### src/rtl/da_fir_pkg.sv
package da_fir_pkg;

   typedef enum logic {
      PH_IDLE = 1'b0,
      PH_RUN  = 1'b1
   } phase_e;

   // tap 15 in the top byte, tap 0 in the bottom byte
   localparam logic [127:0] DA_DEFAULT_COEFS =
      128'h01FE_06F5_16D3_5A80_7F64_C423_EC0C_F903;

endpackage

### src/rtl/da_fir_delay.sv
module da_fir_delay #(
   parameter int N_TAPS = 16,
   parameter int DATA_W = 8,
   parameter int CNT_W  = 3
) (
   input  logic              clk,
   input  logic              rst,
   input  logic              load,
   input  logic [DATA_W-1:0] in_sample,
   input  logic              shift_en,
   input  logic [CNT_W-1:0]  bit_idx,
   output logic [N_TAPS-1:0] tap_bits
);

   logic [DATA_W-1:0]              head_q;
   logic [N_TAPS-1:1][DATA_W-1:0]  hist_q;

   always_ff @(posedge clk) begin
      if (rst) begin
         head_q <= '0;
         hist_q <= '0;
      end else begin
         if (load)
            head_q <= in_sample;
         else if (shift_en)
            head_q <= head_q >> 1;
         if (shift_en) begin
            hist_q[1][bit_idx] <= head_q[0];
            for (int j = 2; j < N_TAPS; j++)
               hist_q[j][bit_idx] <= hist_q[j-1][bit_idx];
         end
      end
   end

   assign tap_bits[0] = head_q[0];
   for (genvar j = 1; j < N_TAPS; j++) begin : g_tap
      assign tap_bits[j] = hist_q[j][bit_idx];
   end

   AST_HIST_FROZEN: assert property (@(posedge clk) disable iff (rst)
      (!shift_en && !load) |=> ($stable(hist_q) && $stable(head_q)));

endmodule

### src/rtl/da_fir_lut_bank.sv
module da_fir_lut_bank #(
   parameter int                         N_TAPS = 16,
   parameter int                         GROUP  = 4,
   parameter int                         COEF_W = 8,
   parameter int                         LUT_W  = 10,
   parameter logic [N_TAPS*COEF_W-1:0]   COEFS  = '0
) (
   input  logic [N_TAPS-1:0]                    tap_bits,
   output logic [(N_TAPS/GROUP)*LUT_W-1:0]      lut_out
);

   localparam int N_GROUPS = N_TAPS / GROUP;
   localparam int DEPTH    = 2 ** GROUP;

   function automatic logic signed [LUT_W-1:0] entry_val(input int base, input int addr);
      int s;
      s = 0;
      for (int i = 0; i < GROUP; i++)
         if (((addr >> i) & 1) != 0)
            s += int'($signed(COEFS[(base+i)*COEF_W +: COEF_W]));
      return LUT_W'(s);
   endfunction

   for (genvar g = 0; g < N_GROUPS; g++) begin : g_grp
      logic signed [LUT_W-1:0] tbl [DEPTH];
      for (genvar a = 0; a < DEPTH; a++) begin : g_ent
         localparam logic signed [LUT_W-1:0] ENTRY = entry_val(g*GROUP, a);
         assign tbl[a] = ENTRY;
      end
      assign lut_out[g*LUT_W +: LUT_W] = tbl[tap_bits[g*GROUP +: GROUP]];
   end

endmodule

### src/rtl/da_fir_acc.sv
module da_fir_acc #(
   parameter int N_GROUPS = 4,
   parameter int LUT_W    = 10,
   parameter int DATA_W   = 8,
   parameter int OUT_W    = 20
) (
   input  logic                        clk,
   input  logic                        rst,
   input  logic                        clear,
   input  logic                        step,
   input  logic                        sign_step,
   input  logic [N_GROUPS*LUT_W-1:0]   lut_in,
   output logic [OUT_W-1:0]            result_next
);

   localparam int LVLS  = $clog2(N_GROUPS);
   localparam int SUM_W = LUT_W + LVLS;
   localparam int HI_W  = SUM_W + 1;
   localparam int FULL_W = HI_W + DATA_W;

   if ((1 << LVLS) != N_GROUPS) begin : g_bad_groups
      $error("group count must be a power of two");
   end
   if (OUT_W > FULL_W) begin : g_bad_out
      $error("output wider than accumulator");
   end

   for (genvar l = 0; l <= LVLS; l++) begin : g_lvl
      logic signed [LUT_W+l-1:0] node [N_GROUPS >> l];
      for (genvar k = 0; k < (N_GROUPS >> l); k++) begin : g_node
         if (l == 0) begin : g_leaf
            assign node[k] = lut_in[k*LUT_W +: LUT_W];
         end else begin : g_add
            assign node[k] = (LUT_W+l)'(g_lvl[l-1].node[2*k]) +
                             (LUT_W+l)'(g_lvl[l-1].node[2*k+1]);
         end
      end
   end

   logic signed [SUM_W-1:0] tree_sum;
   logic signed [HI_W-1:0]  hi_q;
   logic [DATA_W-1:0]       lo_q;
   logic signed [HI_W:0]    sum_ext, t;
   logic [FULL_W-1:0]       full_next;

   assign tree_sum  = g_lvl[LVLS].node[0];
   assign sum_ext   = (HI_W+1)'(tree_sum);
   assign t         = (HI_W+1)'(hi_q) + (sign_step ? -sum_ext : sum_ext);
   assign full_next = {t[HI_W:1], t[0], lo_q[DATA_W-1:1]};
   assign result_next = full_next[OUT_W-1:0];

   always_ff @(posedge clk) begin
      if (rst || clear) begin
         hi_q <= '0;
         lo_q <= '0;
      end else if (step) begin
         hi_q <= t[HI_W:1];
         lo_q <= {t[0], lo_q[DATA_W-1:1]};
      end
   end

   AST_NO_OVERFLOW: assert property (@(posedge clk) disable iff (rst)
      (step && sign_step) |-> ($signed(full_next) == FULL_W'($signed(full_next[OUT_W-1:0]))));

endmodule

### src/rtl/da_fir_serial.sv
module da_fir_serial
   import da_fir_pkg::*;
#(
   parameter int                        N_TAPS = 16,
   parameter int                        DATA_W = 8,
   parameter int                        COEF_W = 8,
   parameter int                        GROUP  = 4,
   parameter int                        OUT_W  = 20,
   parameter logic [N_TAPS*COEF_W-1:0]  COEFS  = DA_DEFAULT_COEFS
) (
   input  logic              clk,
   input  logic              rst,
   input  logic              in_valid,
   output logic              in_ready,
   input  logic [DATA_W-1:0] in_data,
   output logic              out_valid,
   output logic [OUT_W-1:0]  out_data
);

   localparam int N_GROUPS = N_TAPS / GROUP;
   localparam int CNT_W    = (DATA_W > 2) ? $clog2(DATA_W) : 1;
   localparam int LUT_W    = COEF_W + $clog2(GROUP);
   localparam logic [CNT_W-1:0] LAST = CNT_W'(DATA_W - 1);

   if (N_TAPS % GROUP != 0) begin : g_bad_split
      $error("tap count must be a multiple of the group size");
   end
   if (GROUP < 1 || GROUP > 6) begin : g_bad_group
      $error("group size must be 1..6");
   end
   if (DATA_W < 2 || N_TAPS < 2) begin : g_bad_size
      $error("need at least two taps and two data bits");
   end

   phase_e              phase_q;
   logic [CNT_W-1:0]    cnt_q;
   logic                last, accept, running;
   logic [N_TAPS-1:0]   tap_bits;
   logic [N_GROUPS*LUT_W-1:0] lut_out;
   logic [OUT_W-1:0]    acc_next;

   assign running  = (phase_q == PH_RUN);
   assign last     = running && (cnt_q == LAST);
   assign in_ready = !running || last;
   assign accept   = in_valid && in_ready;

   always_ff @(posedge clk) begin
      if (rst) begin
         phase_q   <= PH_IDLE;
         cnt_q     <= '0;
         out_valid <= 1'b0;
         out_data  <= '0;
      end else begin
         out_valid <= last;
         if (last)
            out_data <= acc_next;
         if (accept) begin
            phase_q <= PH_RUN;
            cnt_q   <= '0;
         end else if (last) begin
            phase_q <= PH_IDLE;
            cnt_q   <= '0;
         end else if (running) begin
            cnt_q   <= cnt_q + 1'b1;
         end
      end
   end

   da_fir_delay #(.N_TAPS(N_TAPS), .DATA_W(DATA_W), .CNT_W(CNT_W)) i_delay (
      .clk(clk), .rst(rst), .load(accept), .in_sample(in_data),
      .shift_en(running), .bit_idx(cnt_q), .tap_bits(tap_bits));

   da_fir_lut_bank #(.N_TAPS(N_TAPS), .GROUP(GROUP), .COEF_W(COEF_W),
                     .LUT_W(LUT_W), .COEFS(COEFS)) i_luts (
      .tap_bits(tap_bits), .lut_out(lut_out));

   da_fir_acc #(.N_GROUPS(N_GROUPS), .LUT_W(LUT_W), .DATA_W(DATA_W), .OUT_W(OUT_W)) i_acc (
      .clk(clk), .rst(rst), .clear(accept), .step(running), .sign_step(last),
      .lut_in(lut_out), .result_next(acc_next));

   // independent count of edges since the last accepted sample
   localparam int SC_W = $clog2(DATA_W + 1);
   logic [SC_W-1:0] since_q;
   always_ff @(posedge clk) begin
      if (rst)
         since_q <= SC_W'(DATA_W);
      else if (accept)
         since_q <= '0;
      else if (since_q != SC_W'(DATA_W))
         since_q <= since_q + 1'b1;
   end

   AST_READY_DROP: assert property (@(posedge clk) disable iff (rst)
      accept |=> !in_ready);
   AST_PULSE_ONE: assert property (@(posedge clk) disable iff (rst)
      out_valid |=> !out_valid);
   AST_FRAME_LEN: assert property (@(posedge clk) disable iff (rst)
      last |-> (since_q == SC_W'(DATA_W - 1)));
   AST_OUT_HOLD: assert property (@(posedge clk) disable iff (rst)
      !out_valid |-> $stable(out_data));

endmodule

### config.mk
export PLATFORM = sky130hd
export DESIGN_NAME = da_fir_serial
export DESIGN_NICKNAME = d
export VERILOG_FILES = /design/src/rtl/da_fir_pkg.sv /design/src/rtl/da_fir_delay.sv /design/src/rtl/da_fir_lut_bank.sv /design/src/rtl/da_fir_acc.sv /design/src/rtl/da_fir_serial.sv
export SDC_FILE = /design/constraint.sdc
export NUM_CORES = 1
export LEC_CHECK = 0
export BUFFER_PORTS_ARGS = -buffer_cell sky130_fd_sc_hd__buf_4
export CELL_PAD_IN_SITES_DETAIL_PLACEMENT = 1
export CELL_PAD_IN_SITES_GLOBAL_PLACEMENT = 2
export CORE_MARGIN = 1.5
export CORE_UTILIZATION = 25
export DETAILED_ROUTE_END_ITERATION = 16
export PLACE_DENSITY_LB_ADDON = 0.1
export SLEW_MARGIN = 30
export SYNTH_ARGS = -nofsm -noshare
export SYNTH_HDL_FRONTEND = slang
export SYNTH_HIERARCHICAL = 1
export SYNTH_SLANG_ARGS = --single-unit
### constraint.sdc
create_clock -name clk -period 6.9 [get_ports clk]
set_input_delay 0.69 -clock clk [delete_from_list [all_inputs] [get_ports clk]]
set_output_delay 0.69 -clock clk [all_outputs]
set_load 0.01 [all_outputs]
==> results of run 1 <==
power breakdown:
| group | switching [W] | leakage (nW) | internal (W) |
|---|---|---|---|
| Combinational | 0.000424 | 3.28 | 0.000346 |
| Sequential | 0.0000205 | 1.40 | 0.00102 |
| Clock | 0.000473 | 0.292 | 0.000552 |
worst max path at each step:
stage / slack [ns] / startpoint / depth (start not counted) / endpoint
3_5_place_dp: -0.11 / cnt_q[1] / 28 / out_data[19]
4_1_cts: 0.008 / cnt_q[1] / 26 / i_acc/hi_q[12]
3_3_place_gp: 0.05 / cnt_q[1] / 29 / out_data[19]
6_report: 0.36 / cnt_q[1] / 29 / out_data[19]
2_1_floorplan: 0.03 / cnt_q[1] / 34 / out_data[19]
5_1_grt: -0.05 / cnt_q[1] / 30 / out_data[19]
layout make-up:
class	count	area [µm²]	area share, %
Clock inverter	13	161	1.24
Timing Repair Buffer	185	1590	12.2
Tap cell	532	666	5.13
Sequential cell	173	3480	26.8
Inverter	84	322	2.48
Multi-Input combinational cell	824	6330	48.7
Clock buffer	19	443	3.41
logic make-up (layout without fill, tap and decap cells):
kind of cell               Yosys count  in the layout  synth area share [%]
xor gates and xnor gates            33             33                  2.77
buffers and inverters              192            301                  9.49
DFF                                173            173                  33.2
and+or+nand+nor                    339            339                  15.4
muxes                               83             83                  8.52
adders and majority gates           71             71                  10.1
AOI/OAI and AO/OA                  298            298                  20.5
worst max-delay path: cells and delay by family, from the launching register on:
family	cells	cell delay, ns
AO/OA/AOI/OAI	11	1.90
adder cells (fa/ha/maj)	5	1.79
multiplexers	1	0.31
flip-flops	1	0.44
XOR/XNOR	3	0.42
AND/OR/NAND/NOR	4	1.06
buffers and inverters	5	0.56
sequential cells by signal (all words and copies together) (netlist names):
name	cells
i_acc/lo_q	7
i_delay/hist_q	120
i_delay/head_q	8
out_valid	1
cnt_q	3
out_data	20
i_acc/hi_q	13
phase_q	1
cell usage after synthesis (22+ instances only):
cell | instances | area share [%]
buf_4 | 42 | 3.0
nor2_1 | 132 | 4.8
nand2_1 | 77 | 2.8
nand3_1 | 48 | 2.3
mux2i_1 | 40 | 3.8
clkbuf_1 | 24 | 0.86
a21oi_1 | 86 | 4.1
xnor2_1 | 23 | 1.9
buf_2 | 26 | 1.2
mux2_2 | 41 | 4.4
a211oi_1 | 71 | 5.1
inv_1 | 81 | 2.9
ha_1 | 49 | 5.9
dfxtp_1 | 173 | 33
fa_1 | 22 | 4.2
a22oi_1 | 28 | 2.0
through the flow:
step,util [%],worst slack [ns],TNS [ns],hold WS [ns],power [W]
6_report,31.7,0.356,0,0.445,0.00283
5_1_grt,31.7,-0.0474,-0.0474,0.429,0.00301
4_1_cts,30.1,0.00771,0,0.409,0.00284
3_5_place_dp,28.5,-0.113,-0.221,0.451,0.00178
3_3_place_gp,28.5,0.0505,0,0.440,0.00178
2_1_floorplan,-,0.0290,0,0.433,0.00159
repair_timing:
| item | CTS | global route |
|---|---|---|
| gates cloned | 0 | 4 |
| setup buffers | 0 | 25 |
| pin swaps | 2 | 37 |
| endpoints found under the setup margin | 4 | 9 |
| gates resized for setup | 11 | 69 |
per-layer routing:
metal | routed length (µm) | track usage [%] | share of wire (%) | vias up
met4 | 491 | 5.07 | 1.5 | 0
met1 | 17500 | 22.4 | 53 | 4194
met5 | 0 | 0 | 0 | -
met3 | 756 | 3.00 | 2.3 | 25
li1 | - | - | - | 4359
met2 | 14500 | 23.8 | 44 | 72
==> results_dict.tcl, run 1 <==
set metrics [dict create \
    grt_pass1_vias 8707 \
    syn_inst 1189 \
    grt_pass1_wl_um 51700 \
    antenna_left 0 \
    cts_made_buffers 17 \
    cts_tree "done" \
    worstPathArrival_ns 6.96 \
    cp-start-kind "flip-flop" \
    cp-end-kind "flip-flop" \
    p_leak_nw 4.97 \
    route.detailed.drc 3 \
    path_class "flip-flop to flip-flop" \
    synth_seq_cells 173 \
    antenna_found_initial 0 \
    fin_crit_ns 6.54 \
    async_reset_ff_share_pct 0 \
    rrSetupSlack_ns 0.36 \
    tightest_slew_ns 0.922 \
    final_cell_area_um2 13000 \
    clockBufferDepth 2 \
    place_area_um2 11700 \
    routed_via_density 4.73 \
    cts-root-buf "clkbuf_16" \
    htree_levels 4 \
    ys.flop_type "dfxtp_1" \
    yosysWarnings 6 \
    die_h_um 207 \
    cp_max_fo 8 \
    power_density_nw_per_um2 218 \
    clock_skew_ns 0.0122 \
    port_buffers 32 \
    wl_um 33300 \
    gr-usage-all-layers_pct 15.7 \
    fin_crit_sh_pct 94.8 \
    nets 1367 \
    antenna_cells_inserted 0 \
    r2r_start "cnt_q[1]" \
    die_x_um 207 \
    dr.pass1.iters 10 \
    layout_common_cells "169 x dfxtp_1, 168 x buf_4, 130 x nor2_1" \
    avgSynthCellArea_um2 8.77 \
    placed_cells 1769 \
    row_count 74 \
    status "finished with violations" \
    final_common_cell "dfxtp_1" \
    drt_iter0_drc 372 \
    avgRoutedWirePerCell_um 18.2 \
    rsz0062_at_grt "yes" \
    clk_pin_slew_ns 0.07 \
    peakVddDrop_v 0.000189 \
    grt_max_degree 96 \
    cts_hold_buf 0 \
    max_slew_margin_pct 38.6 \
    crit_slowest_cell "or4_4" \
    core_um2 41000 \
    hold_path_class "input pin to flip-flop" \
    final_cells 1830 \
    r2r_end "out_data[19]" \
    ff2ff_path_depth 29 \
    timing.max_cap.violations 0 \
    vias 8650 \
    yosysSeqAreaShare_pct 33.2 \
    violations "design-rule violations" \
    max_stage_delay_ns 0.56 \
    hold_start "in_data[2]" \
    n_fill_cell 4705 \
    place_congestion 0.752 \
    initial_core_util_pct 25.4 \
    fp.dieArea_um2 42900 \
    area_delta_synth_final_pct 24.5 \
    synth_nets 1271 \
    pin_count 33 \
    synth_cell_type_count 83 \
    post_synth_instance_area_um2 10400 \
    fmaxAchievable_ghz 0.153 \
    setup_viol_count_final 0 \
    hold_path_depth 3 \
    clock-sinks 173 \
    crit_required_ns 7.31 \
    synth_edf_count 0 \
    maxSlewViolCount 0 \
    place_hpwl_um 23400 \
    insertion_delay_ns 0.49 \
    drive_gt1_share_pct 27.8 \
    hold_viol_final 0 \
    gr-total-overflow 0 \
    hold_end "i_delay/head_q[2]" \
]
(Power assumes the default switching activity.)
==> run 2, diff against run 1 <==
- MAX_ROUTING_LAYER: default -> met4
- SETUP_SLACK_MARGIN: default -> 0.1
- clock period: 6.9 -> 6 ns (I/O delays scaled with it)
==> run 2 against run 1 <==
  * The run ends with design-rule violations, negative setup slack left
  * Final area is 8.0% higher
  * Sequential power is 14% higher
  * Clock skew is 0.0078 ns higher
  * Clock power is 17% higher
  * Register-to-register slack worse by 0.84 ns
  * Maximum frequency is 0.99% higher
  * Via count is 4.5% higher
  * Combinational power is 42% higher
  * Die area stayed put
  * Total power is 23% higher
  * Routed wire length is 2.4% higher
  * Final cell count is 5.5% higher
  * Critical path type unchanged
  * Largest cell class unchanged
  * Largest power group is now clock
==> results_dict.tcl, run 2 (synthesis results as in run 1) <==
set metrics [dict create \
    grt_max_degree 76 \
    worstPathArrival_ns 6.84 \
    clockBufferDepth 2 \
    p_leak_nw 5.54 \
    area_delta_synth_final_pct 34.5 \
    crit_family "adder cells" \
    switchingPower_w 0.00110 \
    antenna_cells_inserted 0 \
    rsz0062_at_grt "yes" \
    swShare_pct 31.4 \
    fin_crit_sh_pct 108 \
    crit_slowest_cell "or4_4" \
    gr-total-overflow 0 \
    cp_num_buf_inv 7 \
    fin_crit_ns 6.48 \
    status "finished with violations" \
    setup_viol_count_final 12 \
    cts_made_buffers 17 \
    gr-usage-all-layers_pct 16.6 \
    hold_path_class "input pin to flip-flop" \
    insertion_delay_ns 0.46 \
    tightest_slew_ns 0.930 \
    pin_count 33 \
    cts_tree "done" \
    final_cells 1930 \
    cp-start-kind "flip-flop" \
    wl_um 34100 \
    clock_power_share_pct 34.7 \
    htree_levels 4 \
    p_int_w 0.00240 \
    rrSetupSlack_ns -0.48 \
    place_ws_ns -0.849 \
    cp_max_fo 7 \
    antenna_found_initial 0 \
    largest_reg_flops 120 \
    n_fill_cell 4731 \
    hold_viol_final 0 \
    hold_slack_ns 0.384 \
    die_x_um 207 \
    drt_iter0_drc 375 \
    ff_latch_area_um2 3480 \
    dr.pass1.iters 10 \
    drive_gt1_share_pct 35.6 \
    p_seq_share_pct 34.1 \
    power_density_nw_per_um2 249 \
    grt_pass1_wl_um 54100 \
    place_congestion 0.751 \
    fmaxAchievable_ghz 0.154 \
    timing.max_cap.violations 0 \
    violations "design-rule violations, negative setup slack" \
    maxSlewViolCount 0 \
    clock-sinks 173 \
    nets 1467 \
    multi_input_area_um2 6630 \
    top_regs "i_delay/hist_q x120, out_data x20, i_acc/hi_q x13" \
    worst_slack_ns -0.479 \
    core_um2 41000 \
    largest_register "i_delay/hist_q" \
    vias 9036 \
    share_comb_of_total_power_pct 31.1 \
    clk_pin_slew_ns 0.08 \
    row_count 74 \
    crit_required_ns 6.36 \
    antenna_left 0 \
    port_buffers 32 \
    final_common_cell "buf_4" \
    grt_pass1_vias 9409 \
    max_slew_margin_pct 38.0 \
    path_class "flip-flop to flip-flop" \
    layout_common_cells "267 x buf_4, 169 x dfxtp_1, 130 x nor2_1" \
    routed_via_density 4.68 \
    die_h_um 207 \
    route.detailed.drc 2 \
    peakVddDrop_v 0.000168 \
    placed_cells 1867 \
    clock_skew_ns 0.0200 \
    avgRoutedWirePerCell_um 17.7 \
    place_hpwl_um 24500 \
    cts-root-buf "clkbuf_16" \
    fp.dieArea_um2 42900 \
    max_stage_delay_ns 0.57 \
    initial_core_util_pct 25.4 \
    cp-end-kind "flip-flop" \
]
==> run 2: changes by cell type in the layout (fill, tap and decap cells not counted), sizes merged <==
cell / delta
bufinv: +1
buf: +104
clkbuf: -3
inv: -1
clkinvlp: -1
==> run 2: power by group through the flow <==
stage	Combinational [W]	Sequential, W	Clock, W
2_1_floorplan	0.000639	0.00121	0
3_3_place_gp	0.000971	0.00122	0
3_5_place_dp	0.000978	0.00122	0
4_1_cts	0.00105	0.00119	0.00126
5_1_grt	0.00121	0.00120	0.00130
6_report	0.00109	0.00119	0.00121
==> run 2: layout make-up <==
type / instances / area share (%)
Sequential cell: 173 / 24.8
Tap cell: 532 / 4.75
Timing Repair Buffer: 285 / 16.5
Inverter: 84 / 2.27
Multi-Input combinational cell: 824 / 47.3
Clock buffer: 20 / 3.33
Clock inverter: 12 / 1.13
==> run 2: per-stage QoR <==
| stage | cell area [µm²] | util [%] | power, W | setup TNS [ns] |
|---|---|---|---|---|
| 3_3_place_gp | 12600 | 30.6 | 0.00219 | -6.15 |
| 5_1_grt | 14000 | 34.2 | 0.00371 | -7.00 |
| 3_5_place_dp | 12600 | 30.6 | 0.00220 | -7.40 |
| 2_1_floorplan | 10600 | - | 0.00185 | -1.96 |
| 6_report | 14000 | 34.2 | 0.00350 | -3.52 |
| 4_1_cts | 13800 | 33.6 | 0.00351 | -3.98 |
==> run 2: path summary, 6_finish.rpt <==
path | cells past startpoint | to | start
setup / recovery | 31 | i_acc/hi_q[9] | cnt_q[1]
hold / removal | 3 | i_delay/head_q[7] | in_data[7]
setup reg to reg | 31 | i_acc/hi_q[9] | cnt_q[1]
hold reg to reg | 2 | i_delay/hist_q[1] | i_delay/hist_q[1]
==> run 2: what timing repair did <==
action                     4_1_cts  5_1_grt
pin swaps                       29       21
gates cloned                     1        0
gates resized for setup         74       31
hold buffers                     0        0
buffers inserted                24        7
setup endpoints to repair       16       17
==> run 2: per-layer routing <==
metal | part of all wire [%] | global-route usage, %
met2 | 45 | 25.6
met5 | 0 | -
met4 | 1.0 | 4.08
met3 | 1.6 | 2.13
met1 | 52 | 23.0
==> run 2: worst reg2reg max path, delay by kind of cell (launching register included) <==
kind,cells,cell delay [ns]
AO/OA/AOI/OAI,11,1.60
AND/OR/NAND/NOR,3,0.95
buffers and inverters,7,0.83
multiplexers,1,0.32
flip-flops,1,0.47
adder cells (fa/ha/maj),5,1.70
XOR/XNOR,4,0.52
==> run 3, diff against run 2 <==
- RECOVER_POWER: default -> 50
==> run 3 against run 2 <==
  * The run ends with design-rule violations, max-capacitance violations, max-slew violations, negative setup slack left
  * Final area fell by 0.70%
  * Die area did not move
  * Clock-buffer cell count did not move
  * Routed wire length fell by 0.13%
  * Critical path depth fell by 1
  * Via count barely moved
  * Register-to-register slack barely moved
  * Largest power group unchanged
  * Worst setup slack improved by 0.00092 ns
  * Global-route usage did not move
  * Final cell count did not move
  * Flip-flop and latch count did not move
  * Critical endpoint unchanged
==> results_dict.tcl, run 3 (synthesis results as in run 1) <==
set metrics [dict create \
    status "finished with violations" \
    violations "design-rule violations, max-capacitance violations, max-slew violations, negative setup slack" \
    crit_family "adder cells" \
    port_buffers 32 \
    max_stage_delay_ns 0.57 \
    cp-end-kind "flip-flop" \
    crit_slowest_cell "or4_4" \
    route.detailed.drc 2 \
    antenna_found_initial 0 \
    power_density_nw_per_um2 251 \
    rrSetupSlack_ns -0.48 \
    htree_levels 4 \
    worst_slack_ns -0.478 \
    cts_made_buffers 17 \
    antenna_left 0 \
    utilization_pct 33.9 \
    cp-start-kind "flip-flop" \
    fp.dieArea_um2 42900 \
    setup_viol_count_final 12 \
    drive_gt1_share_pct 33.8 \
    drt_iter0_drc 393 \
    cts_tree "done" \
    place_hpwl_um 24500 \
    final_common_cell "buf_4" \
    nets 1467 \
    wl_um 34100 \
    gr-usage-all-layers_pct 16.6 \
    largest_register "i_delay/hist_q" \
    swShare_pct 31.4 \
    hold_start "in_data[7]" \
    timing.max_cap.violations 1 \
    top_regs "i_delay/hist_q x120, out_data x20, i_acc/hi_q x13" \
    clockBufferDepth 2 \
    rsz0062_at_grt "yes" \
    die_h_um 207 \
    tightest_slew_ns 1.52 \
    place_congestion 0.751 \
    layout_common_cells "245 x buf_4, 169 x dfxtp_1, 130 x nor2_1" \
    r2r_start "cnt_q[1]" \
    insertion_delay_ns 0.46 \
    row_count 74 \
    avgRoutedWirePerCell_um 17.7 \
    peakVddDrop_v 0.000167 \
    hold_path_class "input pin to flip-flop" \
    fin_tns_setup_ns -3.51 \
    fmaxAchievable_ghz 0.154 \
    cp_max_fo 7 \
    hold_path_depth 3 \
    grt_max_degree 76 \
    path_class "flip-flop to flip-flop" \
    switchingPower_w 0.00110 \
    antenna_cells_inserted 0 \
    clock-sinks 173 \
    ff2ff_path_depth 30 \
    fin_crit_sh_pct 108 \
    p_leak_nw 5.45 \
    area_delta_synth_final_pct 33.5 \
    die_x_um 207 \
    initial_core_util_pct 25.4 \
    fin_crit_ns 6.48 \
    maxSlewViolCount 9 \
    crit_required_ns 6.36 \
    gr-total-overflow 0 \
    pin_count 33 \
    clk_pin_slew_ns 0.08 \
    clock_power_share_pct 34.7 \
    cts-root-buf "clkbuf_16" \
    cp_num_buf_inv 6 \
    r2r_end "i_acc/hi_q[9]" \
    dr.pass1.iters 10 \
    hold_viol_final 0 \
    core_um2 41000 \
    clock_skew_ns 0.0199 \
    grt_pass1_wl_um 54100 \
    routed_via_density 4.68 \
    grt_pass1_vias 9409 \
    p_int_w 0.00240 \
    share_comb_of_total_power_pct 31.1 \
    worstPathArrival_ns 6.84 \
    max_slew_margin_pct -3.03 \
    hold_end "i_delay/head_q[7]" \
    p_seq_share_pct 34.2 \
    vias 9031 \
    largest_reg_flops 120 \
]
run 3: cell types whose count changed in the layout (fill, tap and decap cells not counted):
cell,previous run,this run
and4bb_1,0,1
and4bb_2,2,1
nor4b_4,1,0
buf_4,267,245
clkbuf_1,0,22
nor4b_1,3,4
run 3: power groups by stage:
stage | registers (W) | clock network (W) | logic, W
after floorplan | 0.00121 | 0 | 0.000639
after CTS | 0.00119 | 0.00126 | 0.00105
after detailed placement | 0.00122 | 0 | 0.000978
final | 0.00119 | 0.00121 | 0.00109
after global routing | 0.00120 | 0.00130 | 0.00121
after global placement | 0.00122 | 0 | 0.000971
run 3: what timing repair did:
action,in CTS,in global routing
pin swaps,29,21
buffers inserted,24,7
endpoints found under the setup margin,16,17
hold buffers,0,0
gates resized for setup,74,31
gates cloned,1,0
run 3: per-stage QoR:
stage,hold WS (ns),instances,cell area (µm²),total power (W),setup slack [ns]
detailed placement,0.452,1867,12600,0.00220,-0.849
floorplan,0.433,1189,10600,0.00185,-0.447
CTS,0.347,1924,13800,0.00351,-0.554
finish,0.384,1930,13900,0.00349,-0.478
global route,0.389,1930,13900,0.00371,-0.749
global placement,0.443,1867,12600,0.00219,-0.740
run 3: layout make-up:
type | count | area [µm²]
sequential | 173 | 3480
inverter | 84 | 318
multi-input combinational | 824 | 6610
fill | 4742 | 27100
clock buffer | 20 | 467
tap | 532 | 666
clock inverter | 12 | 159
timing repair buffer | 285 | 2230
run 3: routing by layer:
layer	track usage, %	wire (µm)
met2	25.6	15400
met5	-	0
met1	23.0	17700
met4	4.08	338
met3	2.13	555
run 3: how the worst max path moves through the flow:
stage / startpoint / end / cells after the start
final: cnt_q[1] / i_acc/hi_q[9] / 30
after global routing: cnt_q[1] / out_data[19] / 29
after CTS: cnt_q[1] / out_data[19] / 29
after detailed placement: cnt_q[0] / i_acc/hi_q[12] / 27
after global placement: cnt_q[0] / i_acc/hi_q[12] / 27
after floorplan: cnt_q[1] / out_data[19] / 32
run 3: worst register-to-register path, delay by kind of cell, from the launching register on:
kind | cells | cell delay (ns)
compound gates | 11 | 1.73
xor+xnor | 4 | 0.48
fa+ha+maj | 5 | 1.79
buf+inv | 6 | 0.73
flops | 1 | 0.46
simple gates | 4 | 1.21
